**src/rtl/dma_link_pkg.sv**
```systemverilog
package dma_link_pkg;

    typedef enum logic [1:0] {
        LM_OFF             = 2'b00,
        LM_EACH_THEN_FINAL = 2'b01,
        LM_EACH            = 2'b10,
        LM_FINAL           = 2'b11
    } link_mode_e;

    // Decision made by the event decoder for one cycle.
    typedef struct packed {
        logic fire;   // a link is due this cycle
        logic sel_b;  // target is the secondary index
    } link_pick_t;

    // True when the mode ever addresses the secondary target.
    function automatic logic mode_uses_b(input link_mode_e m);
        return (m == LM_EACH_THEN_FINAL);
    endfunction

    // True when the mode links on each cycle-steal transfer.
    function automatic logic mode_per_xfer(input link_mode_e m);
        return (m == LM_EACH_THEN_FINAL) || (m == LM_EACH);
    endfunction

endpackage

```
**src/rtl/link_event_decode.sv**
```systemverilog
module link_event_decode
    import dma_link_pkg::*;
(
    input  link_mode_e mode,
    input  logic       steal_mode,
    input  logic       xfer_done,
    input  logic       count_zero,
    output link_pick_t pick
);

    logic per_xfer_hit;

    // Per-transfer links exist only in cycle-steal operation.
    assign per_xfer_hit = mode_per_xfer(mode) && steal_mode && xfer_done;

    always_comb begin
        pick = '0;
        unique case (mode)
            LM_OFF: pick = '0;
            LM_EACH_THEN_FINAL: begin
                // The emptying transfer hands over to the secondary target only.
                if (count_zero) begin
                    pick.fire  = 1'b1;
                    pick.sel_b = 1'b1;
                end else if (per_xfer_hit) begin
                    pick.fire  = 1'b1;
                end
            end
            LM_EACH:  pick.fire = per_xfer_hit;
            LM_FINAL: pick.fire = count_zero;
            default:  pick = '0;
        endcase
    end

endmodule

```
**src/rtl/link_target_guard.sv**
```systemverilog
module link_target_guard
    import dma_link_pkg::*;
#(
    parameter int unsigned N_CH  = 4,
    parameter int unsigned IDX_W = $clog2(N_CH)
) (
    input  link_mode_e        mode,
    input  link_pick_t        pick,
    input  logic [IDX_W-1:0]  link_a,
    input  logic [IDX_W-1:0]  link_b,
    input  logic [IDX_W-1:0]  own_idx,
    output logic [N_CH-1:0]   req_next,
    output logic              cfg_err
);

    logic [IDX_W-1:0] target;
    logic             self_hit;
    logic             fire_ok;

    assign target   = pick.sel_b ? link_b : link_a;
    assign self_hit = (target == own_idx);
    assign fire_ok  = pick.fire && !self_hit;

    // A target in use that names this channel is a programming error.
    assign cfg_err = (mode != LM_OFF) &&
                     ((link_a == own_idx) || (mode_uses_b(mode) && (link_b == own_idx)));

    for (genvar c = 0; c < N_CH; c++) begin : g_dec
        assign req_next[c] = fire_ok && (target == IDX_W'(c));
    end

endmodule

```
**src/rtl/bwc_force.sv**
```systemverilog
module bwc_force
    import dma_link_pkg::*;
#(
    parameter int unsigned BWC_W = 3
) (
    input  link_mode_e        mode,
    input  logic [BWC_W-1:0]  bwc_cfg,
    output logic [BWC_W-1:0]  bwc_eff
);

    // Any linking pins bandwidth control at zero so no arbitration intervenes.
    assign bwc_eff = (mode == LM_OFF) ? bwc_cfg : '0;

endmodule

```
**src/rtl/dma_link_ctrl.sv**
```systemverilog
module dma_link_ctrl
    import dma_link_pkg::*;
#(
    parameter int unsigned N_CH  = 4,
    parameter int unsigned IDX_W = $clog2(N_CH),
    parameter int unsigned BWC_W = 3
) (
    input  logic              clk,
    input  logic              rst,
    input  logic [1:0]        link_mode,
    input  logic              steal_mode,
    input  logic [IDX_W-1:0]  link_a,
    input  logic [IDX_W-1:0]  link_b,
    input  logic [IDX_W-1:0]  own_idx,
    input  logic [BWC_W-1:0]  bwc_cfg,
    input  logic              xfer_done,
    input  logic              count_zero,
    output logic [N_CH-1:0]   link_req,
    output logic [BWC_W-1:0]  bwc_eff,
    output logic              cfg_err
);

    link_mode_e       mode;
    link_pick_t       pick;
    logic [N_CH-1:0]  req_next;

    assign mode = link_mode_e'(link_mode);

    link_event_decode i_decode (
        .mode       (mode),
        .steal_mode (steal_mode),
        .xfer_done  (xfer_done),
        .count_zero (count_zero),
        .pick       (pick)
    );

    link_target_guard #(.N_CH(N_CH), .IDX_W(IDX_W)) i_guard (
        .mode     (mode),
        .pick     (pick),
        .link_a   (link_a),
        .link_b   (link_b),
        .own_idx  (own_idx),
        .req_next (req_next),
        .cfg_err  (cfg_err)
    );

    bwc_force #(.BWC_W(BWC_W)) i_bwc (
        .mode    (mode),
        .bwc_cfg (bwc_cfg),
        .bwc_eff (bwc_eff)
    );

    always_ff @(posedge clk) begin
        if (rst) link_req <= '0;
        else     link_req <= req_next;
    end

    AST_REQ_ONEHOT: assert property (@(posedge clk) disable iff (rst)
        $onehot0(link_req));

    AST_IDLE_QUIET: assert property (@(posedge clk) disable iff (rst)
        (!$past(xfer_done) && !$past(count_zero)) |-> (link_req == '0));

    AST_OFF_QUIET: assert property (@(posedge clk) disable iff (rst)
        ($past(link_mode) == 2'b00) |-> (link_req == '0));

    AST_STEAL_GATE: assert property (@(posedge clk) disable iff (rst)
        ($past(link_mode) == 2'b10 && !$past(steal_mode)) |-> (link_req == '0));

    AST_NO_SELF: assert property (@(posedge clk) disable iff (rst)
        ((link_req & (N_CH'(1) << $past(own_idx))) == '0));

    AST_BWC_FORCED: assert property (@(posedge clk) disable iff (rst)
        (link_mode != 2'b00) |-> (bwc_eff == '0));

endmodule

```
**config.mk**
```make
export PLATFORM = sky130hd
export DESIGN_NAME = dma_link_ctrl
export DESIGN_NICKNAME = d
export VERILOG_FILES = /design/src/rtl/dma_link_pkg.sv /design/src/rtl/link_event_decode.sv /design/src/rtl/link_target_guard.sv /design/src/rtl/bwc_force.sv /design/src/rtl/dma_link_ctrl.sv
export SDC_FILE = /design/constraint.sdc
export NUM_CORES = 1
export LEC_CHECK = 0
export BUFFER_PORTS_ARGS = -buffer_cell sky130_fd_sc_hd__buf_2
export CORE_AREA = 2 2 39 41
export CTS_CLUSTER_DIAMETER = 200
export DETAILED_ROUTE_END_ITERATION = 7
export DIE_AREA = 0 0 41 43
export SYNTH_ARGS = -nofsm -noshare
export SYNTH_HDL_FRONTEND = slang
export SYNTH_SLANG_ARGS = --single-unit
```
**constraint.sdc**
```tcl
create_clock -name clk -period 1.2 [get_ports clk]
set_input_delay 0.12 -clock clk [delete_from_list [all_inputs] [get_ports clk]]
set_output_delay 0.12 -clock clk [all_outputs]
set_load 0.1 [all_outputs]
```
* After elaboration in Yosys (flattened, before gate mapping)
Cells that the tools add are included.
** Word-level totals
- Bits in registers :: 4
- Bits of input ports :: 16
- Output and inout bits :: 8
- Logic and storage cells :: 32
** Operators by class
- Equality and inequality tests :: 9
- Muxes and demuxes :: 7
- Reduce and logical (&&, ||, !) cells :: 15
** Operator list (count)
- logical AND 1 bit :: 9
- equality test 2 bit, second input constant :: 4
- equality test 2 bit :: 3
- equality test 2 x 1 -> 1 bit, second input constant :: 2
- zero test 2 bit :: 2
- two-way mux 1 bit :: 4
- case mux 1 bit (4 select lines) :: 1
- two-way mux 3 bit :: 1
- logical OR 1 bit :: 2
- two-way mux 2 bit :: 1
- nonzero test 2 bit :: 1
- zero test 1 bit :: 1

* Longest topological paths before layout
- Depth after elaboration :: 9
- Mapped depth :: 6
- Gate-level depth less buffers :: 6

* Modules after synthesis
A second synthesis with hierarchy kept.
** Unflattened totals
- Cell total of the unflattened synthesis :: 44
- Area, all modules :: 359.1 µm²
** By module, submodules not included
- link_target_guard :: instances 1, cells each 21, area each 137.6 µm², sequential area each 0.0 µm²
- dma_link_ctrl :: instances 1, cells each 8, area each 105.1 µm², sequential area each 80.1 µm²
- link_event_decode :: instances 1, cells each 12, area each 93.8 µm², sequential area each 0.0 µm²
- bwc_force :: instances 1, cells each 3, area each 22.5 µm², sequential area each 0.0 µm²

* Least setup slack after synthesis
OpenSTA, ideal clock, no wires.
- Kind :: in2out
- Start :: in link_mode[1]
- End :: out cfg_err
- Arrival time :: 1.824 ns
- Required time :: 1.080 ns
- Path slack :: -0.744 ns
- Cell stages on the path :: 4
- Buffers on the path :: 0
- Cell sequence :: inv_1 -> ha_1 -> a32oi_1 -> nor2_1
** Between the ends
- Cells in the longest elaborated chain, start to end :: 4
- Elaborated cells between the ends (all ways) :: 5
- Classes of those cells :: eq/ne: 1; reduce/logical: 4
** RTL lines
- from (decl) :: line dma_link_ctrl.sv:10 : input logic [1:0] link_mode,
- equality test 2 x 1 -> 1 bit :: line dma_link_pkg.sv:18 : return (m == LM_EACH_THEN_FINAL);
- logical AND 1 bit :: line link_target_guard.sv:26 : ((link_a == own_idx) || (mode_uses_b(mode) && (link_b == own_idx)));
- logical OR 1 bit :: line link_target_guard.sv:26
- logical AND 1 bit * :: line link_target_guard.sv:25 : assign cfg_err = (mode != LM_OFF) &&
- to (decl) :: line dma_link_ctrl.sv:20 : output logic cfg_err
Every way passes the cells marked *; elsewhere a longest branch is shown, timed or not.

* Worst setup path in the final report
Ends and elaborated chain as after synthesis.

==> results.cfg <==
[final_layout]
num_antenna_cells = 0
mostFrequentLayoutCell = buf_2
n_fill_cell = 143
synthToLayoutAreaGrowth_pct = 81.2
fin_area_um2 = 698
nNetsFinal = 99
final_layout_size_suffix_gt1_frac = 0.579
largest_register_ffs = 4
largest-register = link_req
finish.cell_count_without_fillers = 92
final_util = 0.505
layout_top_registers = link_req x4

[die]
total_core_area_mm2 = 0.00138
pin_count = 24
die_y_extent_um = 43
die-area_mm2 = 0.00176
placement_rows = 14
initial_cell_density_of_the_core = 0.278
horizontal_die_dimension_um = 41

[hold_path]
timing.hold.worst.class = input pin to flip-flop
worst_hold_path.num_cells = 3
min_to = link_req[3]
hold_path_startpoint = link_b[0]

[routing]
route.antenna.remaining_nets = 0
wl_um = 956
drt-wirelength-per-cell_um = 10.4
detailroute.wirelength.met3_um = 95
remaining_drc_errors = 0
detailed_route_iter0_violations = 6
maxUsedRoutingLayer = met3
num_vias = 449
viasPerCell = 4.88
detailroute.wirelength.met2_um = 483
drt_pass1_iterations = 2
wirelength_met1_um = 377

[sta]
worst_pin_slew_ns = 0.484
clock.fmax_mhz = 887
final_hold_viol_count = 0
timing.final.crit_period_ns = 1.13
worst_slew_margin_rel = 0.679
holdWs_ns = 0.239
slew_violations = 0
setup_viol = 0
timing.final.crit_share = 0.940

[synth]
synthesis.yosys.warnings = 0
synthDistinctLibCells = 19
yosysSeqAreaShare = 0.208
number_of_flops_mapped_to_enable_cells_by_yosys = 0
postSynthNetCount = 67
synthesis.instances = 46
synth-seq-cells = 4
average_cell_area_after_synthesis_um2 = 8.38
synth.top_cells.by_area = dfxtp_1, ha_1, xnor2_1
netlist.top_cell.by_area = dfxtp_1
async_reset_ff_frac = 0
ys_dominant_reg_cell = dfxtp_1
netlist_area_um2 = 385
synthDominantCellAreaShare = 0.208

[cts]
cts_buffers = 3
cts_sinks = 4
cts-root-to-sink-buffers = 2
cts_tree = yes
cts_max_level = 1
cts_root_buf = clkbuf_4
clk_pin_slew_ns = 0.04

[pwr]
leakagePower_uw = 0.000324
internal_power_uw = 348
power_frac_comb = 0.471
power_density_mw_per_mm2 = 805
power.clock.fraction = 0.287
vdd_ir_drop_max_mv = 0.315
share_seq_of_total_power = 0.243
netSwitchingPower_uw = 214
netSwitchingFraction = 0.381

[critical_path]
worst-path-max-fanout = 3
timing.critical_path.arrival_ns = 1.01
cp_slowest_cell = a32oi_2
path_cells = buf_2 > inv_2 > ha_4 > buf_4 > a32oi_2 > nor2_4 > buf_12
worst-endpoint-required_ns = 1.08
cp-end-kind = output pin
start_kind = input pin
timing.critical_path.max_delay_family = buffers and inverters
critical_path_class = input pin to output pin
critical_path_buf_inv_count = 4
max_stage_delay_ns = 0.21

[placement]
placed_cells_incl_taps = 89
hpwlAfterDp_um = 800
place_congestion = 0.699
placedInstanceArea_um2 = 624
port_buffers = 23

[global_route]
overflow = 0
maximum_number_of_pins_on_one_net_before_global_route_repair = 8
grt_pass1_wl_um = 1610
grt_usage = 0.126
grt_antenna_before_repair = 0
grt_pass1_vias = 435

[status]
outcome = finished, final reports clean

[flow_run]
cap_violations = 0
cells in the mapped netlist (2+ instances only):
library cell	n
a211oi_1	3
a21oi_1	2
a31oi_1	2
and2_1	3
dfxtp_1	4
ha_1	5
inv_1	4
mux2i_1	2
nand3_1	2
nor2_1	4
nor3_1	2
nor3b_1	2
xnor2_1	4
xor2_1	2
cell type report:
type / count / area (µm²) / share of cell area
clock buffers: 3 / 22.5 / 0.0323
repair buffers: 27 / 205 / 0.294
well taps: 16 / 20.0 / 0.0287
inverters: 4 / 15.0 / 0.0215
flip-flops and latches: 4 / 80.1 / 0.115
multi-input cells: 38 / 355 / 0.509
power by group through the flow:
stage / registers, µW / logic (µW) / clock network (µW)
floorplan: 156 / 130 / 0
global placement: 139 / 243 / 0
detailed placement: 139 / 246 / 0
CTS: 136 / 254 / 167
global route: 137 / 284 / 172
finish: 136 / 265 / 161
through the flow:
step	TNS, ns	power [µW]	setup WS, ns
after floorplan	0	286	0.0138
after global placement	-0.436	382	-0.114
after detailed placement	-0.612	384	-0.158
after CTS	0	557	0.0345
after global routing	-0.0338	593	-0.0174
final	0	562	0.0722
how the worst max path moves through the flow:
stage | start | endpoint | cells after the start
after floorplan | link_mode[1] | link_req[3] | 6
after global placement | link_mode[1] | link_req[3] | 7
after detailed placement | link_mode[1] | link_req[3] | 7
after CTS | link_mode[1] | cfg_err | 7
after global routing | link_mode[1] | link_req[1] | 7
final | link_mode[1] | cfg_err | 7
kinds of logic (layout without fill, tap and decap cells):
family / after synthesis / in the layout / share of synthesized area
adder cells (fa/ha/maj): 5 / 5 / 0.162
AO/OA/AOI/OAI: 9 / 9 / 0.162
multiplexers: 2 / 2 / 0.0520
XOR/XNOR: 6 / 6 / 0.136
AND/OR/NAND/NOR: 16 / 16 / 0.240
flip-flops: 4 / 4 / 0.208
buffers and inverters: 4 / 34 / 0.0389
layer usage:
layer  track usage  vias to the layer above
met3        0.0157                        0
met2         0.222                       22
met1         0.146                      202
met5             0                        -
met4        0.0400                        0
li1              -                      225
tightest hold or removal path: stages:
cell and delay (ns):
buf_2 0.14, nand4_1 0.10, a221oi_2 0.06
repair_timing:
item / CTS / global route
endpoints found under the setup margin: 1 / 5
pin swaps: 0 / 1
setup buffers: 0 / 0
hold buffers: 0 / 0
resized for setup: 2 / 7
(Power assumes the default switching activity.)
